$ cat src/rtl/zbt_pkg.sv
// Package: shared helpers for the pipelined burst SRAM.
// Assumes bursts are four words long and stepped on address bits 1:0.
package zbt_pkg;

    // Low two address bits of burst word 'step' from start 'base'
    function automatic logic [1:0] burst_lo(input logic [1:0] base,
                                            input logic [1:0] step,
                                            input logic       linear);
        return linear ? (base + step) : (base ^ step);
    endfunction

endpackage

$ cat src/rtl/zbt_burst_ctrl.sv
// Burst controller: turns each enabled edge into at most one access request.
// A load takes the pins directly. An advance steps a 2-bit counter and reuses
// the direction and order captured at load. Assumes ADDR_W >= 3.
module zbt_burst_ctrl #(
    parameter int ADDR_W = 6,
    parameter int BYTES  = 4
) (
    input  logic              clk,
    input  logic              rst_n,
    input  logic              ce,
    input  logic              load,
    input  logic              sel,
    input  logic              rd_nwr,
    input  logic              lin_order,
    input  logic [BYTES-1:0]  bw_n,
    input  logic [ADDR_W-1:0] addr,
    output logic              req_vld,
    output logic              req_wr,
    output logic [ADDR_W-1:0] req_addr,
    output logic [BYTES-1:0]  req_be
);
    import zbt_pkg::*;

    logic              act_q;
    logic              wr_q;
    logic              lin_q;
    logic [ADDR_W-1:0] base_q;
    logic [1:0]        cnt_q;
    logic [1:0]        step;

    assign step = cnt_q + 2'd1;

    // Select the request for this edge: fresh load or next burst word
    always_comb begin
        req_be = ~bw_n;
        if (load) begin
            req_vld  = sel;
            req_wr   = ~rd_nwr;
            req_addr = addr;
        end else begin
            req_vld  = act_q;
            req_wr   = wr_q;
            req_addr = {base_q[ADDR_W-1:2], burst_lo(base_q[1:0], step, lin_q)};
        end
    end

    // Hold burst state; capture it at load and step it on advance
    always_ff @(posedge clk) begin
        if (!rst_n) begin
            act_q <= 1'b0;
            cnt_q <= 2'd0;
        end else if (ce) begin
            if (load) begin
                act_q  <= sel;
                wr_q   <= ~rd_nwr;
                lin_q  <= lin_order;
                base_q <= addr;
                cnt_q  <= 2'd0;
            end else if (act_q) begin
                cnt_q <= step;
            end
        end
    end

endmodule

$ cat src/rtl/zbt_store.sv
// Storage array split into independent byte lanes, with a write-to-read bypass.
// The read port is combinational. When the word being written on this edge
// matches the read address, the enabled bytes come from the write data.
// Contents are never reset.
module zbt_store #(
    parameter int ADDR_W = 6,
    parameter int BYTES  = 4,
    parameter int BYTE_W = 9
) (
    input  logic                    clk,
    input  logic                    ce,
    input  logic                    wr_en,
    input  logic [ADDR_W-1:0]       wr_addr,
    input  logic [BYTES-1:0]        wr_be,
    input  logic [BYTES*BYTE_W-1:0] wr_data,
    input  logic [ADDR_W-1:0]       rd_addr,
    output logic [BYTES*BYTE_W-1:0] rd_data
);
    localparam int DEPTH = 1 << ADDR_W;

    logic hit;
    assign hit = wr_en && (wr_addr == rd_addr);

    for (genvar b = 0; b < BYTES; b++) begin : g_lane
        logic [BYTE_W-1:0] lane [DEPTH];

        // Commit this lane when its byte enable is set
        always_ff @(posedge clk) begin
            if (ce && wr_en && wr_be[b]) begin
                lane[wr_addr] <= wr_data[b*BYTE_W +: BYTE_W];
            end
        end

        // Read this lane, bypassing the in-flight write byte
        always_comb begin
            rd_data[b*BYTE_W +: BYTE_W] = (hit && wr_be[b]) ?
                wr_data[b*BYTE_W +: BYTE_W] : lane[rd_addr];
        end
    end

endmodule

$ cat src/rtl/zbt_sram.sv
// Top of the pipelined burst SRAM.
// Stage 1 holds the request taken at the load/advance edge. Stage 2 reads the
// array, with forwarding. The output slot takes read data on the next edge, so
// results appear two enabled edges after the address. Writes commit with din
// when the request leaves stage 2. cen_n high freezes every register.
module zbt_sram #(
    parameter int ADDR_W = 6,
    parameter int BYTES  = 4,
    parameter int BYTE_W = 9
) (
    input  logic                    clk,
    input  logic                    rst_n,
    input  logic                    cen_n,
    input  logic                    cs1_n,
    input  logic                    cs2,
    input  logic                    cs3_n,
    input  logic                    adv_nld,
    input  logic                    rd_nwr,
    input  logic [BYTES-1:0]        bw_n,
    input  logic [ADDR_W-1:0]       addr,
    input  logic [BYTES*BYTE_W-1:0] din,
    input  logic                    oe_n,
    input  logic                    lin_order,
    output logic [BYTES*BYTE_W-1:0] dout,
    output logic                    dout_vld
);
    localparam int DATA_W = BYTES * BYTE_W;

    logic              ce;
    logic              sel;
    logic              req_vld;
    logic              req_wr;
    logic [ADDR_W-1:0] req_addr;
    logic [BYTES-1:0]  req_be;

    logic              s1_vld, s1_wr;
    logic [ADDR_W-1:0] s1_addr;
    logic [BYTES-1:0]  s1_be;
    logic              s2_vld, s2_wr;
    logic [ADDR_W-1:0] s2_addr;
    logic [BYTES-1:0]  s2_be;
    logic [DATA_W-1:0] s2_rdata;
    logic [DATA_W-1:0] rd_word;
    logic              dq_vld;
    logic [DATA_W-1:0] dq_data;

    assign ce  = ~cen_n;
    assign sel = ~cs1_n & cs2 & ~cs3_n;

    zbt_burst_ctrl #(.ADDR_W(ADDR_W), .BYTES(BYTES)) u_burst (
        .clk       (clk),
        .rst_n     (rst_n),
        .ce        (ce),
        .load      (~adv_nld),
        .sel       (sel),
        .rd_nwr    (rd_nwr),
        .lin_order (lin_order),
        .bw_n      (bw_n),
        .addr      (addr),
        .req_vld   (req_vld),
        .req_wr    (req_wr),
        .req_addr  (req_addr),
        .req_be    (req_be)
    );

    zbt_store #(.ADDR_W(ADDR_W), .BYTES(BYTES), .BYTE_W(BYTE_W)) u_store (
        .clk     (clk),
        .ce      (ce),
        .wr_en   (s2_vld & s2_wr),
        .wr_addr (s2_addr),
        .wr_be   (s2_be),
        .wr_data (din),
        .rd_addr (s1_addr),
        .rd_data (rd_word)
    );

    // Valid flags of both stages and the output slot; cleared by reset
    always_ff @(posedge clk) begin
        if (!rst_n) begin
            s1_vld <= 1'b0;
            s2_vld <= 1'b0;
            dq_vld <= 1'b0;
        end else if (ce) begin
            s1_vld <= req_vld;
            s2_vld <= s1_vld;
            dq_vld <= s2_vld & ~s2_wr;
        end
    end

    // Payload of the stages and the output slot; frozen when cen_n is high
    always_ff @(posedge clk) begin
        if (ce) begin
            s1_wr    <= req_wr;
            s1_addr  <= req_addr;
            s1_be    <= req_be;
            s2_wr    <= s1_wr;
            s2_addr  <= s1_addr;
            s2_be    <= s1_be;
            s2_rdata <= rd_word;
            if (s2_vld && !s2_wr) begin
                dq_data <= s2_rdata;
            end
        end
    end

    // Drive the output only with valid read data and oe_n low
    always_comb begin
        dout_vld = ~oe_n & dq_vld;
        dout     = dout_vld ? dq_data : '0;
    end

endmodule

$ cat config.mk
export PLATFORM = sky130hd
export DESIGN_NAME = zbt_sram
export DESIGN_NICKNAME = d
export VERILOG_FILES = /design/src/rtl/zbt_pkg.sv /design/src/rtl/zbt_burst_ctrl.sv /design/src/rtl/zbt_store.sv /design/src/rtl/zbt_sram.sv
export SDC_FILE = /design/constraint.sdc
export NUM_CORES = 2
export LEC_CHECK = 0
export CAP_MARGIN = 20
export CORE_UTILIZATION = 50
export DETAILED_ROUTE_END_ITERATION = 8
export DONT_BUFFER_PORTS = 1
export GPL_ROUTABILITY_DRIVEN = 0
export SYNTH_ARGS = -nofsm -noshare
export SYNTH_HDL_FRONTEND = slang
export SYNTH_HIERARCHICAL = 1
export SYNTH_SLANG_ARGS = --single-unit
$ cat constraint.sdc
create_clock -name clk -period 6 [get_ports clk]
set_input_delay 0.6 -clock clk [delete_from_list [all_inputs] [get_ports clk]]
set_output_delay 0.6 -clock clk [all_outputs]
set_load 0.02 [all_outputs]
# Word-level counts from Yosys, hierarchy flattened
# Memory sizes are Yosys's and may differ from the RTL's. A register that Yosys moved wholly into a read port is not among the register bits.
# Cells that the tools add are included.
# word_totals
mem_bits_rw,2304
rom_bits,0
latchBits,0
register_bits,71
output_inout_bits,37
n_memories,4
input_bits,56
# mem_list
name,words,word_bits,rd,rd_ports_with_merged_regs,wr,line,rtl
u_store.g_lane[0].lane,64,9,1,1,1,zbt_store.sv:25,logic [BYTE_W-1:0] lane [DEPTH];
u_store.g_lane[1].lane,64,9,1,1,1,zbt_store.sv:25,
u_store.g_lane[2].lane,64,9,1,1,1,zbt_store.sv:25,
u_store.g_lane[3].lane,64,9,1,1,1,zbt_store.sv:25,
# op_classes
multipliers,0
eq_ne,1
order_cmp,0
mux,14
n_reduce_logical,16
shift,0
add_sub_neg,2
div_mod_pow,0
bitwise_logic,14
# ops
operator,count
$mux W36,1
$mux W1,9
$reduce_and A2 Y1,4
$not A1 Y1,7
$logic_and A1 B1 Y1,6
$mux W2,3
$mux W6,1
$and A1 B1 Y1,5
$logic_not A1 Y1,5
$not A4 Y4,1
$reduce_and A3 Y1,1
$add A2 B1 Y2 const B,1
$add A2 B2 Y2,1
$ne A2 B1 Y1 const B,1
$xor A2 B2 Y2,1

# Depth between registers and ports, before layout
# depth
word_depth,5
depth_mapped,10
ltp_nobuf,5

# Modules after synthesis
# Netlist, hierarchy kept.
# modules_own_cells
mod,area_per_inst_um2,cells_per_inst,instances
zbt_store,89331.9,4376,1
zbt_sram,3246.9,149,1
zbt_burst_ctrl,553.0,43,1

# Worst setup path after synthesis
# Ideal clock, no wire load.
# synth_path
kind,input to register
from,input port cen_n
to,memory u_store.g_lane[2].lane[10][0] (enable)
arrival_ps,3125
path_buffers,1
setup_ps,374
setup_slack_ps,2501
path_stages,4
required_time_ps,5626
path_cell_list,inv_1 -> nand3_1 -> clkbuf_1 -> nor2_1
# synth_between
elab_chain_len,5
# synth_lines
element,line,rtl
"start, declared",zbt_sram.sv:13,"input logic cen_n,"
$not A1 Y1 (no source line),-,
$logic_and A1 B1 Y1 (2 in a row),zbt_store.sv:29,if (ce && wr_en && wr_be[b]) begin
$mux W1,zbt_store.sv:29,
$mux W1 (not written as such),zbt_store.sv:30,lane[wr_addr] <= wr_data[b*BYTE_W +: BYTE_W];
"end, declared",zbt_store.sv:25,
# No other way between the ends.

==> results.json <==
{
  "antenna_found_initial": 11,
  "cts_buffers": 236,
  "rsz0062_at_grt": "false",
  "drt-total-wl_um": 258000,
  "syn_nets": 4625,
  "r2r_start": "s1_addr[0]",
  "cts_setup_buffers": 0,
  "hpwl_um": 153000,
  "synth_edf_count": 2406,
  "yosysWarnings": 6,
  "skew_ns": 0.0474,
  "die_w_um": 434,
  "min_to": "s1_addr[2]",
  "worst_pin_slew_ns": 1.16,
  "ir_drop_mv": 0.276,
  "worstHoldStart": "addr[2]",
  "placed_area_um2": 96000,
  "placedCellCount": 6873,
  "p_leak_nw": 32.5,
  "synth_seq_area_share": 0.777,
  "status": "completed",
  "dr_total_vias": 47000,
  "synth_area_per_cell_um2": 20.4,
  "startpoint": "s1_addr[0]",
  "dr.pass1.iters": 7,
  "setup_viol": 0,
  "dieArea_um2": 188000,
  "area_delta_synth_final_pct": 12.3,
  "stdcell_area_um2": 105000,
  "grt_start_max_net_pins": 117,
  "core_um2": 185000,
  "port_buffers": 0,
  "min_path_type": "input port to register",
  "fin_crit_sh": 0.657,
  "regToRegEndpoint": "s2_rdata[6]",
  "setup_tns_ns": 0,
  "holdPathStages": 1,
  "synthesis.area_um2": 93100,
  "drt-initial-drc-count": 6194,
  "cp_max_fo": 23,
  "drv_slew": 0,
  "root_buffer": "clkbuf_16",
  "setup_ws_ns": 2.06,
  "grt_pass1_vias": 45700,
  "fmax_ghz": 0.254,
  "ys.flop_type": "edfxtp_1",
  "crit_required_ns": 6.59,
  "synth-seq-cells": 2412,
  "drive_above_1_share": 0.213,
  "fill_cells": 13800,
  "slew_headroom": 0.227,
  "clkSinkCount": 2412,
  "p_per_area_nw_per_um2": 331,
  "synthCells": 4568,
  "worstRegToRegCells": 7,
  "ioPinCount": 93,
  "vias_per_cell": 6.35,
  "async_reset_ff_frac": 0,
  "initial_core_util": 0.503,
  "wl_per_cell_um": 35.0,
  "clockBufferDepth": 3,
  "route.detailed.drc": 0,
  "final_cell_mix": "2406 x edfxtp_1, 434 x mux4_2, 293 x nor2_1",
  "rows": 158,
  "clkTransAtPathRegs_ns": 0.06,
  "startpoint_type": "register",
  "r2r_slack_ns": 2.06,
  "grt_use_total": 0.277,
  "final_common_cell": "edfxtp_1",
  "cp.arrival_ns": 4.54,
  "drtAntennaViolNets": 0,
  "crit_type": "register to register",
  "yosysUniqueCellTypes": 63,
  "hold_viol": 0,
  "endpoint_kind": "register",
  "nets": 4766,
  "cap_violations": 0,
  "clk_latency_ns": 0.89,
  "overflow": 0,
  "stdcell_count": 7392,
  "postCtsResizedCells": 0,
  "grt_first_pass_wirelength_um": 360000,
  "chipHeight_um": 434,
  "cts_tree": "built",
  "cts-htree-levels": 4,
  "min_period_ns": 3.94,
  "ctsHoldBuffers": 66,
  "pre_cts_slack_ns": 2.07
}
[metal layers]
metal	up-vias	wire, um	track usage
li1	19200	-	-
met5	-	124	0.00572
met2	2197	122000	0.426
met4	18	9560	0.102
met3	444	22400	0.0629
met1	25100	104000	0.390
[registers in the layout, indices dropped and copies added (netlist names), 4 cells and up]
register / count
s2_addr: 6
s1_addr: 6
dq_data: 36
s2_be: 4
s2_rdata: 36
u_burst/base_q: 6
s1_be: 4
u_store/g_lane.lane: 2304
[through the flow]
step / util / hold slack [ns] / total power (W)
final: 0.565 / 0.0634 / 0.0346
after global routing: 0.565 / 0.0211 / 0.0355
after CTS: 0.564 / 0.00000128 / 0.0348
after detailed placement: 0.518 / 0.406 / 0.0205
after global placement: 0.517 / 0.403 / 0.0205
after floorplan: - / 0.400 / 0.0200
[critical path, cell delays in order (launching register included)]
cell and delay [ns]:
edfxtp_1 0.94, buf_12 0.31, buf_4 0.45, mux4_2 0.58, a22oi_1 0.28, nand2_1 0.15
a2111oi_0 0.79, nor3_1 0.09
[cells by family after synthesis]
family,count (synthesis),share of synthesized area
buf+inv,290,0.0150
compound gates,487,0.0385
simple gates,653,0.0315
fa+ha+maj,1,0.000134
xor+xnor,8,0.000900
mux,717,0.137
flops,2412,0.777
[power breakdown]
part	switching, W	internal, W	total (W)
Clock	0.00630	0.00770	0.0140
Combinational	0.00123	0.000686	0.00192
Sequential	0.0000668	0.0186	0.0187
[area by class of cell]
class / instances / area, um^2 / share of cell area
flip-flops and latches: 2412 / 72400 / 0.692
multi-input cells: 1866 / 19400 / 0.186
clock buffers: 308 / 6200 / 0.0592
well taps: 2480 / 3100 / 0.0297
repair buffers: 181 / 2430 / 0.0233
clock inverters: 126 / 1010 / 0.00965
inverters: 12 / 47.5 / 0.000454
diodes: 7 / 17.5 / 0.000167
[cell usage after synthesis, types with 4 or more instances]
| master | count | share of area |
|---|---|---|
| a32o_1 | 8 | 0.00086 |
| buf_1 | 6 | 0.00024 |
| nand3_1 | 23 | 0.0012 |
| o31ai_2 | 8 | 0.0011 |
| edfxtp_1 | 2406 | 0.78 |
| mux2i_1 | 164 | 0.018 |
| buf_6 | 12 | 0.0015 |
| o21ai_0 | 9 | 0.00048 |
| o22ai_1 | 94 | 0.0063 |
| a211oi_1 | 48 | 0.0039 |
| nor2_1 | 295 | 0.012 |
| xnor2_1 | 6 | 0.00056 |
| dfxtp_1 | 6 | 0.0013 |
| and3_1 | 4 | 0.00027 |
| buf_2 | 69 | 0.0037 |
| a22o_1 | 8 | 0.00075 |
| nand2_1 | 154 | 0.0062 |
| nand2b_1 | 7 | 0.00047 |
| nor3b_1 | 9 | 0.00073 |
| and2_1 | 40 | 0.0027 |
| nor2b_1 | 33 | 0.0022 |
| mux4_2 | 434 | 0.10 |
| nor4_1 | 8 | 0.00054 |
| mux2_2 | 119 | 0.014 |
| a2111oi_1 | 9 | 0.00097 |
| and3b_1 | 5 | 0.00047 |
| o211ai_1 | 18 | 0.0015 |
| nor3_1 | 55 | 0.0030 |
| a31oi_1 | 14 | 0.00094 |
| clkbuf_1 | 158 | 0.0064 |
| a2111oi_0 | 14 | 0.0013 |
| inv_1 | 12 | 0.00048 |
| buf_4 | 32 | 0.0026 |
| a22oi_1 | 223 | 0.018 |
| a21oi_1 | 19 | 0.0010 |
[worst max-delay path by stage]
stage,depth (start not counted),to,slack [ns]
finish,7,s2_rdata[6],2.06
floorplan,4,u_store/g_lane[2].lane[10][0],2.50
CTS,7,s2_rdata[6],2.07
global route,7,s2_rdata[6],1.91
detailed placement,7,s2_rdata[6],2.07
global placement,7,s2_rdata[19],2.00
Note: power is estimated with default switching activity, not from simulation.
